===== config.mk =====
export PLATFORM = sky130hd
export DESIGN_NAME = route_part_fifo
export DESIGN_NICKNAME = d
export VERILOG_FILES = /design/src/rtl/rtpq_pkg.sv /design/src/rtl/rtpq_mem.sv /design/src/rtl/rtpq_part_ctrl.sv /design/src/rtl/route_part_fifo.sv
export SDC_FILE = /design/constraint.sdc
export NUM_CORES = 1
export LEC_CHECK = 0
export ABC_CLOCK_PERIOD_IN_PS = 3800
export BUFFER_PORTS_ARGS = -buffer_cell sky130_fd_sc_hd__buf_2
export CORE_UTILIZATION = 56
export CTS_CLUSTER_SIZE = 10
export DETAILED_ROUTE_END_ITERATION = 16
export HOLD_SLACK_MARGIN = 0.06
export PLACE_DENSITY_LB_ADDON = 0.2
export SLEW_MARGIN = 20
export SYNTH_ARGS = -nofsm -noshare
export SYNTH_HDL_FRONTEND = slang
export SYNTH_HIERARCHICAL = 1
export SYNTH_SLANG_ARGS = --single-unit

===== constraint.sdc =====
create_clock -name clk -period 3.8 [get_ports clk]
set_input_delay 0.38 -clock clk [delete_from_list [all_inputs] [get_ports clk]]
set_output_delay 0.38 -clock clk [all_outputs]
set_load 0.03 [all_outputs]

===== src/rtl/rtpq_pkg.sv =====
package rtpq_pkg;
  localparam int unsigned SZ_FIELD_W = 16;

  function automatic int unsigned width_of(input int unsigned n);
    return (n > 1) ? $clog2(n) : 1;
  endfunction
endpackage


===== src/rtl/rtpq_mem.sv =====
module rtpq_mem #(
  parameter int unsigned DATA_W = 32,
  parameter int unsigned DEPTH  = 20,
  parameter int unsigned AW     = 5
) (
  input  logic              clk,
  input  logic              we,
  input  logic [AW-1:0]     waddr,
  input  logic [DATA_W-1:0] wdata,
  input  logic              re,
  input  logic [AW-1:0]     raddr,
  output logic [DATA_W-1:0] rdata
);
  logic [DATA_W-1:0] store [DEPTH];

  always_ff @(posedge clk) begin
    if (we) store[waddr] <= wdata;
  end

  always_ff @(posedge clk) begin
    if (re) rdata <= store[raddr];
  end
endmodule


===== src/rtl/rtpq_part_ctrl.sv =====
module rtpq_part_ctrl #(
  parameter int unsigned AW   = 5,
  parameter int unsigned CW   = 4,
  parameter int unsigned BASE = 0,
  parameter int unsigned SIZE = 4
) (
  input  logic          clk,
  input  logic          rst,
  input  logic          wr_req,
  input  logic          rd_req,
  output logic          wr_go,
  output logic          rd_go,
  output logic [AW-1:0] wr_ptr,
  output logic [AW-1:0] rd_ptr,
  output logic          full,
  output logic          empty,
  output logic          wr_err,
  output logic          rd_err
);
  localparam logic [AW-1:0] LO  = AW'(BASE);
  localparam logic [AW-1:0] HI  = AW'(BASE + SIZE - 1);
  localparam logic [CW-1:0] CAP = CW'(SIZE);

  logic [CW-1:0] count, count_nxt;

  assign wr_go = wr_req && (count != CAP);
  assign rd_go = rd_req && (count != '0);

  always_comb begin
    count_nxt = count;
    if (wr_go && !rd_go) count_nxt = count + 1'b1;
    else if (rd_go && !wr_go) count_nxt = count - 1'b1;
  end

  always_ff @(posedge clk) begin
    if (rst) begin
      count  <= '0;
      wr_ptr <= LO;
      rd_ptr <= LO;
      full   <= 1'b0;
      empty  <= 1'b1;
      wr_err <= 1'b0;
      rd_err <= 1'b0;
    end else begin
      count  <= count_nxt;
      full   <= (count_nxt == CAP);
      empty  <= (count_nxt == '0);
      wr_err <= wr_req && !wr_go;
      rd_err <= rd_req && !rd_go;
      if (wr_go) wr_ptr <= (wr_ptr == HI) ? LO : wr_ptr + 1'b1;
      if (rd_go) rd_ptr <= (rd_ptr == HI) ? LO : rd_ptr + 1'b1;
    end
  end


  full_empty_excl_chk: assert property (@(posedge clk) disable iff (rst)
    !(full && empty));


  ptr_in_slice_chk: assert property (@(posedge clk) disable iff (rst)
    (int'(wr_ptr) >= int'(BASE)) && (int'(wr_ptr) < int'(BASE + SIZE)) &&
    (int'(rd_ptr) >= int'(BASE)) && (int'(rd_ptr) < int'(BASE + SIZE)));


  push_full_err_chk: assert property (@(posedge clk) disable iff (rst)
    (wr_req && full) |=> wr_err);


  pop_empty_err_chk: assert property (@(posedge clk) disable iff (rst)
    (rd_req && empty) |=> rd_err);


  both_keep_level_chk: assert property (@(posedge clk) disable iff (rst)
    (wr_go && rd_go) |=> ($stable(full) && $stable(empty)));
endmodule


===== src/rtl/route_part_fifo.sv =====
module route_part_fifo #(
  parameter int unsigned NUM_ROUTES = 4,
  parameter int unsigned DATA_W     = 32,
  parameter logic [NUM_ROUTES*rtpq_pkg::SZ_FIELD_W-1:0] PART_SIZES =
    {16'd6, 16'd2, 16'd8, 16'd4},
  localparam int unsigned RW = rtpq_pkg::width_of(NUM_ROUTES)
) (
  input  logic                  clk,
  input  logic                  rst,
  input  logic                  wr_en,
  input  logic [RW-1:0]         wr_route,
  input  logic [DATA_W-1:0]     wr_data,
  input  logic                  rd_en,
  input  logic [RW-1:0]         rd_route,
  output logic [DATA_W-1:0]     rd_data,
  output logic                  rd_valid,
  output logic [NUM_ROUTES-1:0] full,
  output logic [NUM_ROUTES-1:0] empty,
  output logic [NUM_ROUTES-1:0] wr_err,
  output logic [NUM_ROUTES-1:0] rd_err
);
  localparam int unsigned FW = rtpq_pkg::SZ_FIELD_W;

  function automatic int unsigned slice_size(input int unsigned k);
    return int'(PART_SIZES[k*FW +: FW]);
  endfunction

  function automatic int unsigned slice_base(input int unsigned k);
    int unsigned s = 0;
    for (int unsigned i = 0; i < k; i++) s += slice_size(i);
    return s;
  endfunction

  function automatic int unsigned biggest();
    int unsigned m = 1;
    for (int unsigned i = 0; i < NUM_ROUTES; i++)
      if (slice_size(i) > m) m = slice_size(i);
    return m;
  endfunction

  localparam int unsigned DEPTH = slice_base(NUM_ROUTES);
  localparam int unsigned AW    = rtpq_pkg::width_of(DEPTH);
  localparam int unsigned CW    = $clog2(biggest() + 1);

  logic [NUM_ROUTES-1:0] wr_req_v, rd_req_v, wr_go_v, rd_go_v;
  logic [AW-1:0]         wr_ptr_a [NUM_ROUTES];
  logic [AW-1:0]         rd_ptr_a [NUM_ROUTES];
  logic [AW-1:0]         mem_waddr, mem_raddr;

  for (genvar k = 0; k < NUM_ROUTES; k++) begin : g_part
    assign wr_req_v[k] = wr_en && (wr_route == RW'(k));
    assign rd_req_v[k] = rd_en && (rd_route == RW'(k));

    rtpq_part_ctrl #(
      .AW(AW), .CW(CW), .BASE(slice_base(k)), .SIZE(slice_size(k))
    ) u_ctrl (
      .clk(clk), .rst(rst),
      .wr_req(wr_req_v[k]), .rd_req(rd_req_v[k]),
      .wr_go(wr_go_v[k]),   .rd_go(rd_go_v[k]),
      .wr_ptr(wr_ptr_a[k]), .rd_ptr(rd_ptr_a[k]),
      .full(full[k]),       .empty(empty[k]),
      .wr_err(wr_err[k]),   .rd_err(rd_err[k])
    );
  end

  always_comb begin
    mem_waddr = '0;
    mem_raddr = '0;
    for (int k = 0; k < NUM_ROUTES; k++) begin
      if (wr_req_v[k]) mem_waddr = wr_ptr_a[k];
      if (rd_req_v[k]) mem_raddr = rd_ptr_a[k];
    end
  end

  rtpq_mem #(.DATA_W(DATA_W), .DEPTH(DEPTH), .AW(AW)) u_mem (
    .clk(clk),
    .we(|wr_go_v), .waddr(mem_waddr), .wdata(wr_data),
    .re(|rd_go_v), .raddr(mem_raddr), .rdata(rd_data)
  );

  always_ff @(posedge clk) begin
    if (rst) rd_valid <= 1'b0;
    else     rd_valid <= |rd_go_v;
  end


  valid_from_pop_chk: assert property (@(posedge clk) disable iff (rst)
    rd_valid |-> $past(rd_en));


  no_addr_clash_chk: assert property (@(posedge clk) disable iff (rst)
    ((|wr_go_v) && (|rd_go_v)) |-> (mem_waddr != mem_raddr));


  one_route_go_chk: assert property (@(posedge clk) disable iff (rst)
    $onehot0(wr_go_v) && $onehot0(rd_go_v));
endmodule


==> results of run 1 <==
[kinds of logic (layout without fill, tap and decap cells)]
logic type,count (synthesis),in the layout,share of synthesized area
flops,745,745,0.7172
simple gates,389,389,0.06460
buf+inv,120,287,0.02500
mux,318,318,0.1203
compound gates,221,221,0.05448
xor+xnor,35,35,0.01016
other cells,0,1,0
fa+ha+maj,20,20,0.008293
[worst max-delay path, stage by stage, from the launching register on]
cell and delay (ns):
sky130_fd_sc_hd__dfxtp_1 0.46, sky130_fd_sc_hd__inv_1 0.12, sky130_fd_sc_hd__ha_1 0.31, sky130_fd_sc_hd__and2b_4 0.23, sky130_fd_sc_hd__a21oi_4 0.27, sky130_fd_sc_hd__or4_1 0.25, sky130_fd_sc_hd__nand3b_1 0.40, sky130_fd_sc_hd__nor2_4 0.49
sky130_fd_sc_hd__buf_4 0.49
[power by group through the flow]
| stage | registers, mW | logic (mW) | clock network [mW] |
|---|---|---|---|
| final | 9.11 | 0.839 | 7.17 |
| after global routing | 9.11 | 0.903 | 7.60 |
| after CTS | 9.10 | 0.840 | 7.31 |
| after detailed placement | 9.27 | 0.837 | 0 |
| after global placement | 9.27 | 0.818 | 0 |
| after floorplan | 9.31 | 0.439 | 0 |
[stage by stage]
step	utilization	instance area [µm²]	TNS [ns]
after floorplan	-	30180	-38.80
after global placement	0.5992	31680	0
after detailed placement	0.5992	31680	0
after CTS	0.6442	34050	0
after global routing	0.6451	34100	0
final	0.6452	34110	0
[sequential cells by signal (all words and copies together), names as in the netlist]
signal	cells
g_part.u_ctrl/wr_ptr	20
g_part.u_ctrl/full	4
g_part.u_ctrl/rd_ptr	20
g_part.u_ctrl/count	16
rd_valid	1
u_mem/store	640
u_mem/rdata	32
g_part.u_ctrl/empty	4
g_part.u_ctrl/rd_err	4
g_part.u_ctrl/wr_err	4
[cells in the final DEF, fill, tap and decap left out, types with 40 or more instances in the layout]
cell type	netlist	routed
sky130_fd_sc_hd__nand3_1	75	75
sky130_fd_sc_hd__o22ai_1	42	40
sky130_fd_sc_hd__nand2_1	101	101
sky130_fd_sc_hd__edfxtp_1	672	672
sky130_fd_sc_hd__nor2_1	104	83
sky130_fd_sc_hd__buf_4	15	44
sky130_fd_sc_hd__dfxtp_1	73	73
sky130_fd_sc_hd__mux2i_1	252	252
sky130_fd_sc_hd__buf_2	34	88
sky130_fd_sc_hd__clkbuf_16	0	88
[per-layer routing]
metal / vias to the layer above / wire length, µm / track usage
li1: 7469 / - / -
met1: 8534 / 29240 / 0.3584
met2: 576 / 32340 / 0.3980
met3: 115 / 4321 / 0.04390
met4: 6 / 1582 / 0.07285
met5: - / 35 / 0
[final timing paths]
| check | to | slack (ns) | cells past startpoint |
|---|---|---|---|
| max | u_mem/store[5][28] | 0.40 | 8 |
| min | u_mem/store[8][5] | 0.15 | 1 |
| max reg2reg | u_mem/store[5][28] | 0.40 | 8 |
| min reg2reg | g_part[3].u_ctrl/rd_ptr[4] | 0.51 | 2 |
[layout make-up]
type | instances | area share
flip-flops and latches | 745 | 0.6345
multi-input cells | 983 | 0.2344
clock buffers | 103 | 0.06622
repair buffers | 150 | 0.03338
well taps | 688 | 0.02524
clock inverters | 9 | 0.003412
inverters | 25 | 0.002751
diodes | 1 | 0.00007337
==> results.txt, run 1 <==
The run finished, with violations left. The checks that failed: design-rule violations. The number of buffers created by CTS is 86.

The number of max-capacitance violations reported came out at 0. Setup repair after global routing left no endpoint under its margin. The netlist uses 94 different library cells.

Setup slack on the critical path of the routed design comes to 0.4029 ns. The slew at the pin with the worst max-slew slack is 1.078 ns. The leakage power figure is 10.79 nW. The final estimated routing congestion in global placement came out at 0.8598. The completed layout was analyzed and its total power is 17.11 mW.

The number of cells in the design after placement is 2589. The post-synth net total is 1908. The number of global-route vias before repair is 16360. The main flop type after synthesis is sky130_fd_sc_hd__edfxtp_1. The chip height is 234.1 µm. The worst setup path is launched from a flop.

The pre-CTS worst setup slack is 0.4413 ns. The routed wire length came out at 67.52 mm. The non-filler instance count after layout is 2704. The detail-routed via count per cell came out at 6.176. The post-cts repair resize count is 0. The clock arrives with 0.01658 ns of skew.

The initial antenna violation count came out at 4. STA classifies the critical path endpoint as a flop. Buffers added to address setup during post-CTS repair amount to 0. The DRC violation total after the first TritonRoute iteration came out at 1416.

For this run, the detailed router's first-pass iteration total came to 11. The floorplan step set the die width to 234.1 µm. The internal power contribution came out at 13.48 mW. After layout, the minimum clock period comes to 3.397 ns. The cell count after synthesis came out at 1848. The number of enable flip-flop cells after synthesis is 672. The layout has 3680 filler cells. Of the cells placed in the final design, the portion with a size suffix greater than 1 is 0.1881. By area the synthesized netlist is led by sky130_fd_sc_hd__edfxtp_1, sky130_fd_sc_hd__mux2i_1, sky130_fd_sc_hd__dfxtp_1. The detail route stage leaves a number of antenna-violating nets equal to 0. The area of the placeable core came out at 52870 µm². Of the available clock period, the critical path in the final layout requires 0.8940.

The switching share of total power came out at 0.2122. The start point of the worst min-delay path is wr_data[5]. The detailed router placed 16700 vias in this run. By instance count, the leading cell after synthesis is sky130_fd_sc_hd__edfxtp_1. The quantity of I/O buffers inserted on ports is 88. The synthesized area is 30180 µm². The area share of the largest cell type after synthesis is 0.6687. The overall global routing resource usage is 0.2510.

The die area is 54820 µm². After clock tree synthesis, the clock-pin slew on the worst setup and hold paths is 0.06 ns. In this run, post-CTS hold repair placed 0 buffers. Yosys printed 6 warnings. The startpoint identified for the worst register-to-register timing path is g_part[1].u_ctrl/count[0].

The fmax came out at 294.4 MHz. For this run, the register share of the synthesized area comes to 0.7172. The beginning of the critical path is g_part[1].u_ctrl/count[0].

The signal arrival time at the worst endpoint came out at 3.66 ns. The post-route worst hold slack is 0.1512 ns. The placed wire-length estimate came out at 39.11 mm. The number of design rule violations left after detail routing is 6. The number of nets in the finished design came out at 2051. The clock drives 745 sinks.

Each instance of the synthesized netlist takes up on average 16.33 µm². The H-tree level count is 3. The share of total power dissipated in the clock network is 0.419. In the final routed layout, each cell accounts on average for 24.97 µm. The worst-skew pair later-pin latency came out at 0.63 ns. The number of pins exceeding their max-slew limit in the final report came to 0. The data required time of the critical path came out at 4.06 ns. Of all nets on the critical path, the largest fanout is 25. The multi-input combinational cell area came out at 7995 µm². The proportion of register bits with asynchronous set or reset after synthesis is 0. The cell taking the most area after synthesis is sky130_fd_sc_hd__edfxtp_1. Summed over all nets, the switching power comes to 3.631 mW. The total of flip-flops plus latches after synthesis is 745. The number of hold violations in the final report was 0. The power density of the placed cells is 501.8 nW/µm². The floorplan has 84 rows. The sequential standard cell area is 21640 µm². The number of ports placed on the die boundary came out at 89.

The initial cell density of the core is 0.5708. The combinational fraction of design power is 0.049. The tree is rooted in a sky130_fd_sc_hd__clkbuf_16. The largest net degree at the start of global routing came out at 113.

The clock tree buffer depth came out at 3. The sequential power share is 0.532. For this run the aggregate overflow at the end of global routing stands at 0. In this run the worst hold path is classified as in -> reg.

The worst setup path is of the reg -> reg kind. TritonCTS built the clock tree. The setup violation total in the final timing report came out at 0. The worst-case IR drop observed on VDD is 0.0003393 V.

The worst-case headroom to the max-slew limit came out at 0.2793. The layout overhead on the synthesized area is 13.03%. After synthesis, the most frequently instantiated cells are sky130_fd_sc_hd__edfxtp_1, sky130_fd_sc_hd__mux2i_1, sky130_fd_sc_hd__nor2_1. The first global-routing pass estimated 100.6 mm of wire.
Power figures use the tool's default switching activity.
==> run 2: changes to the inputs <==
- ABC_AREA: unset -> 1
==> results.txt, run 2 <==
The flow ran to the end, and the final reports show no timing, DRC or antenna violations. The total vias in the final route is 20830 (+25%). The number of buffers created by CTS is 85 (-1.2%). The cell with the biggest individual delay on the critical path is sky130_fd_sc_hd__nor2_4. The post-cts repair resize count was 0 (unchanged).

The parity-gate share of the synthesized area counting xor and xnor cells is 0.002516 (-0.007642). Leaving out fill and tap cells, the most frequent cell in the layout is sky130_fd_sc_hd__nand2_1. The clock edge transition at the registers on the reported setup and hold paths is 0.05 ns (about the same).

The number of flip-flops in the largest register is 640 (unchanged). The worst setup skew after layout came to 0.02288 ns (+0.006302 ns). The H-tree level count came out at 3 (unchanged). The adder-cell share of the synthesized area came out at 0.007988 (-0.0003044). The peak per-stage delay on the critical path was 0.64 ns (+0.15 ns). The number of max-capacitance violations reported is 0 (unchanged). The number of cells on the worst hold path came out at 3 (+2).

The commonest cells after synthesis are sky130_fd_sc_hd__nand2_1, sky130_fd_sc_hd__edfxtp_1, sky130_fd_sc_hd__nand3_1. The detail-routed via count per cell was 5.685 (-7.9%). The clock tree buffer depth is 3 (unchanged).

The number of nets in the finished design is 2955 (+44%). The overall global routing resource usage is 0.2602 (+0.009145). The endpoint class of the critical path is a flop. The critical path buffer and inverter count came out at 2 (unchanged). The area of the placeable core was 55200 µm² (+4.4%). The wire length of the first global-routing pass is 113.6 mm (+13%). In this design, the largest share of critical-path delay is due to simple AND/OR/NAND/NOR gates.

The quantity of I/O buffers inserted on ports came to 88 (unchanged). The end-of-flow core utilization is 0.6288 (-0.01638). The final clock period utilization by the worst path is 0.8073 (-0.08668). The register with the most flip-flops in the final layout is u_mem/store. The number of warnings reported in the yosys synthesis log came out at 6 (unchanged). The final global-route overflow total came out at 0 (unchanged). TritonCTS built the clock tree. The initial antenna violation count is 1 (-3).

The initial cell density of the core came to 0.5675 (-0.003311). The average instance area after synthesis is 11.17 µm² (-32%). The biggest fanout along the worst timing path is 12 (-52%). The synthesized area came to 31330 µm² (+3.8%). The number of enable flip-flop cells after synthesis is 672 (unchanged).

The setup violation total in the final timing report is 0 (unchanged). The number of global-route vias before repair came out at 20760 (+27%). The number of cells produced by synthesis is 2804 (+52%). The critical path in this run is classified as reg -> reg. The number of library cell types mapped by synthesis came out at 45 (-52%). The proportion of register bits with asynchronous set or reset after synthesis came out at 0 (unchanged). The number of cells in the design after placement came out at 3556 (+37%). The largest net degree at the start of global routing is 219 (+94%). The x dimension of the die was 238.5 µm (+1.9%).

The die area came to 56890 µm² (+3.8%). The worst-case headroom to the max-slew limit is 0.2875 (+0.008241). The worst-skew pair later-pin latency is 0.63 ns (about the same). The number of search-and-repair iterations in the first detailed-routing pass was 5 (-6).

The number of pins exceeding their max-slew limit in the final report was 0 (unchanged). The number of design rule violations left after detail routing came to 0 (-6). The tree is rooted in a sky130_fd_sc_hd__clkbuf_16. Of all cell types, the one taking the most synthesized area is sky130_fd_sc_hd__edfxtp_1. The area share of the largest cell type after synthesis is 0.6442 (-0.02455). The wire length per cell after detailed routing is 19.75 µm (-21%). The slew at the pin with the worst max-slew slack was 1.069 ns (-0.009803 ns). The post-synthesis compound-gate area fraction is 0.02692 (-0.02756). The depth of the worst register-to-register path is 10 (+2).

The post-synthesis share of cell area spent on and, or, nand and nor gates was 0.2255 (+0.1609). The row count is 86 (+2.4%). The power density of the placed cells came out at 530.0 nW/µm² (+5.6%). The clock sink count came out at 745 (unchanged). The chip height came out at 238.5 µm (+1.9%).

The DRC violation total after the first TritonRoute iteration came out at 1715 (+21%). The library cells used most frequently in the layout, excluding fill and tap cells, are sky130_fd_sc_hd__nand2_1, sky130_fd_sc_hd__edfxtp_1, sky130_fd_sc_hd__nand3_1, sky130_fd_sc_hd__nor2_1, sky130_fd_sc_hd__inv_1. Compared with the post-synthesis result, the final layout area differs by 10.80%. Traced cell by cell, the critical path runs through inv_1 -> ha_1 -> nand2_1 -> nor2_2 -> nor2_4 -> nor2_1 -> nand2_1 -> nand3_1 -> nor2_4 -> buf_12. The main flop type after synthesis is sky130_fd_sc_hd__edfxtp_1. The count of hold-fix buffers inserted at cts came out at 0 (unchanged). The routed wire length is 72.36 mm (+7.2%). The signal arrival time at the worst endpoint came to 3.39 ns (-0.27 ns). The number of hold violations in the final report is 0 (unchanged). The sequential area share after synthesis came to 0.6908 (-0.02633). The post-synthesis mux area share was 0 (-0.1203). The post-route antenna net violation count is 0 (unchanged). The non-filler instance count after layout is 3664 (+36%). The post-route worst hold slack came out at 0.1559 ns (+0.004707 ns). The setup TNS came out at 0 ns (unchanged). The post-synth net total is 2864 (+50%).

The largest registers in the layout are u_mem/store x640, u_mem/rdata x32. The most common cell in the synthesized netlist is sky130_fd_sc_hd__nand2_1. The kind of path behind the tightest hold check is in -> reg.

The data required time of the critical path is 4.12 ns (+0.06 ns). The fmax came out at 326.0 MHz (+11%). The fraction of layout cells with a size suffix above 1 came out at 0.1125 (-0.07561). The main combinational cell family by area after synthesis is simple AND/OR/NAND/NOR gates.

The leakage power figure came out at 12.98 nW (+20%). Setup repair after global routing left no endpoint under its margin. The number of ports placed on the die boundary came out at 89 (unchanged). The total of flip-flops plus latches after synthesis came out at 745 (unchanged). The final estimated routing congestion in global placement is 0.8405 (-2.2%).

The worst voltage drop across the vdd grid came out at 0.0004461 V (+31%). The antenna diode instance count is 0 (-1). The path length in cells of the critical path is 10 (+2).

STA classifies the critical path startpoint as a flop. The buffer count from post-CTS setup fixing is 0 (unchanged). The post-route minimum period is 3.068 ns (-0.3294 ns). The placed wire-length estimate came out at 40.47 mm (+3.5%). Ranked by total cell area, the synthesized netlist is headed by sky130_fd_sc_hd__edfxtp_1, sky130_fd_sc_hd__nand2_1, sky130_fd_sc_hd__nand3_1.
==> run 2: layout make-up <==
type                       instances  area (µm²)
timing repair buffer             144       985.9
clock buffer                      99        2200
clock inverter                     9       133.9
inverter                         102       397.9
sequential                       745       21640
tap                              748       935.9
fill                            4279       20490
multi-input combinational       1817        8414
==> run 2: final timing paths <==
kind	to	start	slack, ns
worst max-delay path	u_mem/store[11][31]	g_part[0].u_ctrl/count[0]	0.73
worst min-delay path	g_part[1].u_ctrl/empty	rst	0.16
worst max register to register	u_mem/store[11][31]	g_part[0].u_ctrl/count[0]	0.73
worst min register to register	g_part[1].u_ctrl/wr_ptr[4]	g_part[1].u_ctrl/wr_ptr[4]	0.50
==> run 2: power by group <==
| group | internal (mW) | switching [mW] | leakage [nW] |
|---|---|---|---|
| sequential | 9.19 | 0.0995 | 6.66 |
| clock | 4.13 | 3.02 | 1.14 |
| combinational | 0.549 | 1.41 | 5.18 |
==> run 2: worst min-delay path: stages <==
cell and delay (ns):
sky130_fd_sc_hd__buf_2 0.11, sky130_fd_sc_hd__clkinv_1 0.16, sky130_fd_sc_hd__nand2_1 0.08
==> run 2: per-stage QoR <==
stage	area, µm²	power (mW)	setup slack (ns)
3_3_place_gp	32370	11.36	0.6302
6_report	34710	18.40	0.7323
4_1_cts	34710	18.53	0.7657
2_1_floorplan	31330	10.84	0.5142
5_1_grt	34710	19.05	0.6000
3_5_place_dp	32370	11.42	0.5927
==> run 2: layer usage <==
metal  global-route usage  share of wire  vias to the layer above  wire [µm]
met5                    0        0.00015                        -         11
met4              0.08508          0.022                        2       1583
met3              0.03614          0.062                      124       4498
met2               0.4461           0.50                      720      36420
met1               0.3433           0.41                    10140      29840
li1                     -              -                     9840          -
==> run 2: cells by family after synthesis <==
group	count (synthesis)
AOI/OAI and AO/OA	146
buffers and inverters	242
adders and majority gates	20
and+or+nand+nor	1642
xor gates and xnor gates	9
DFF	745
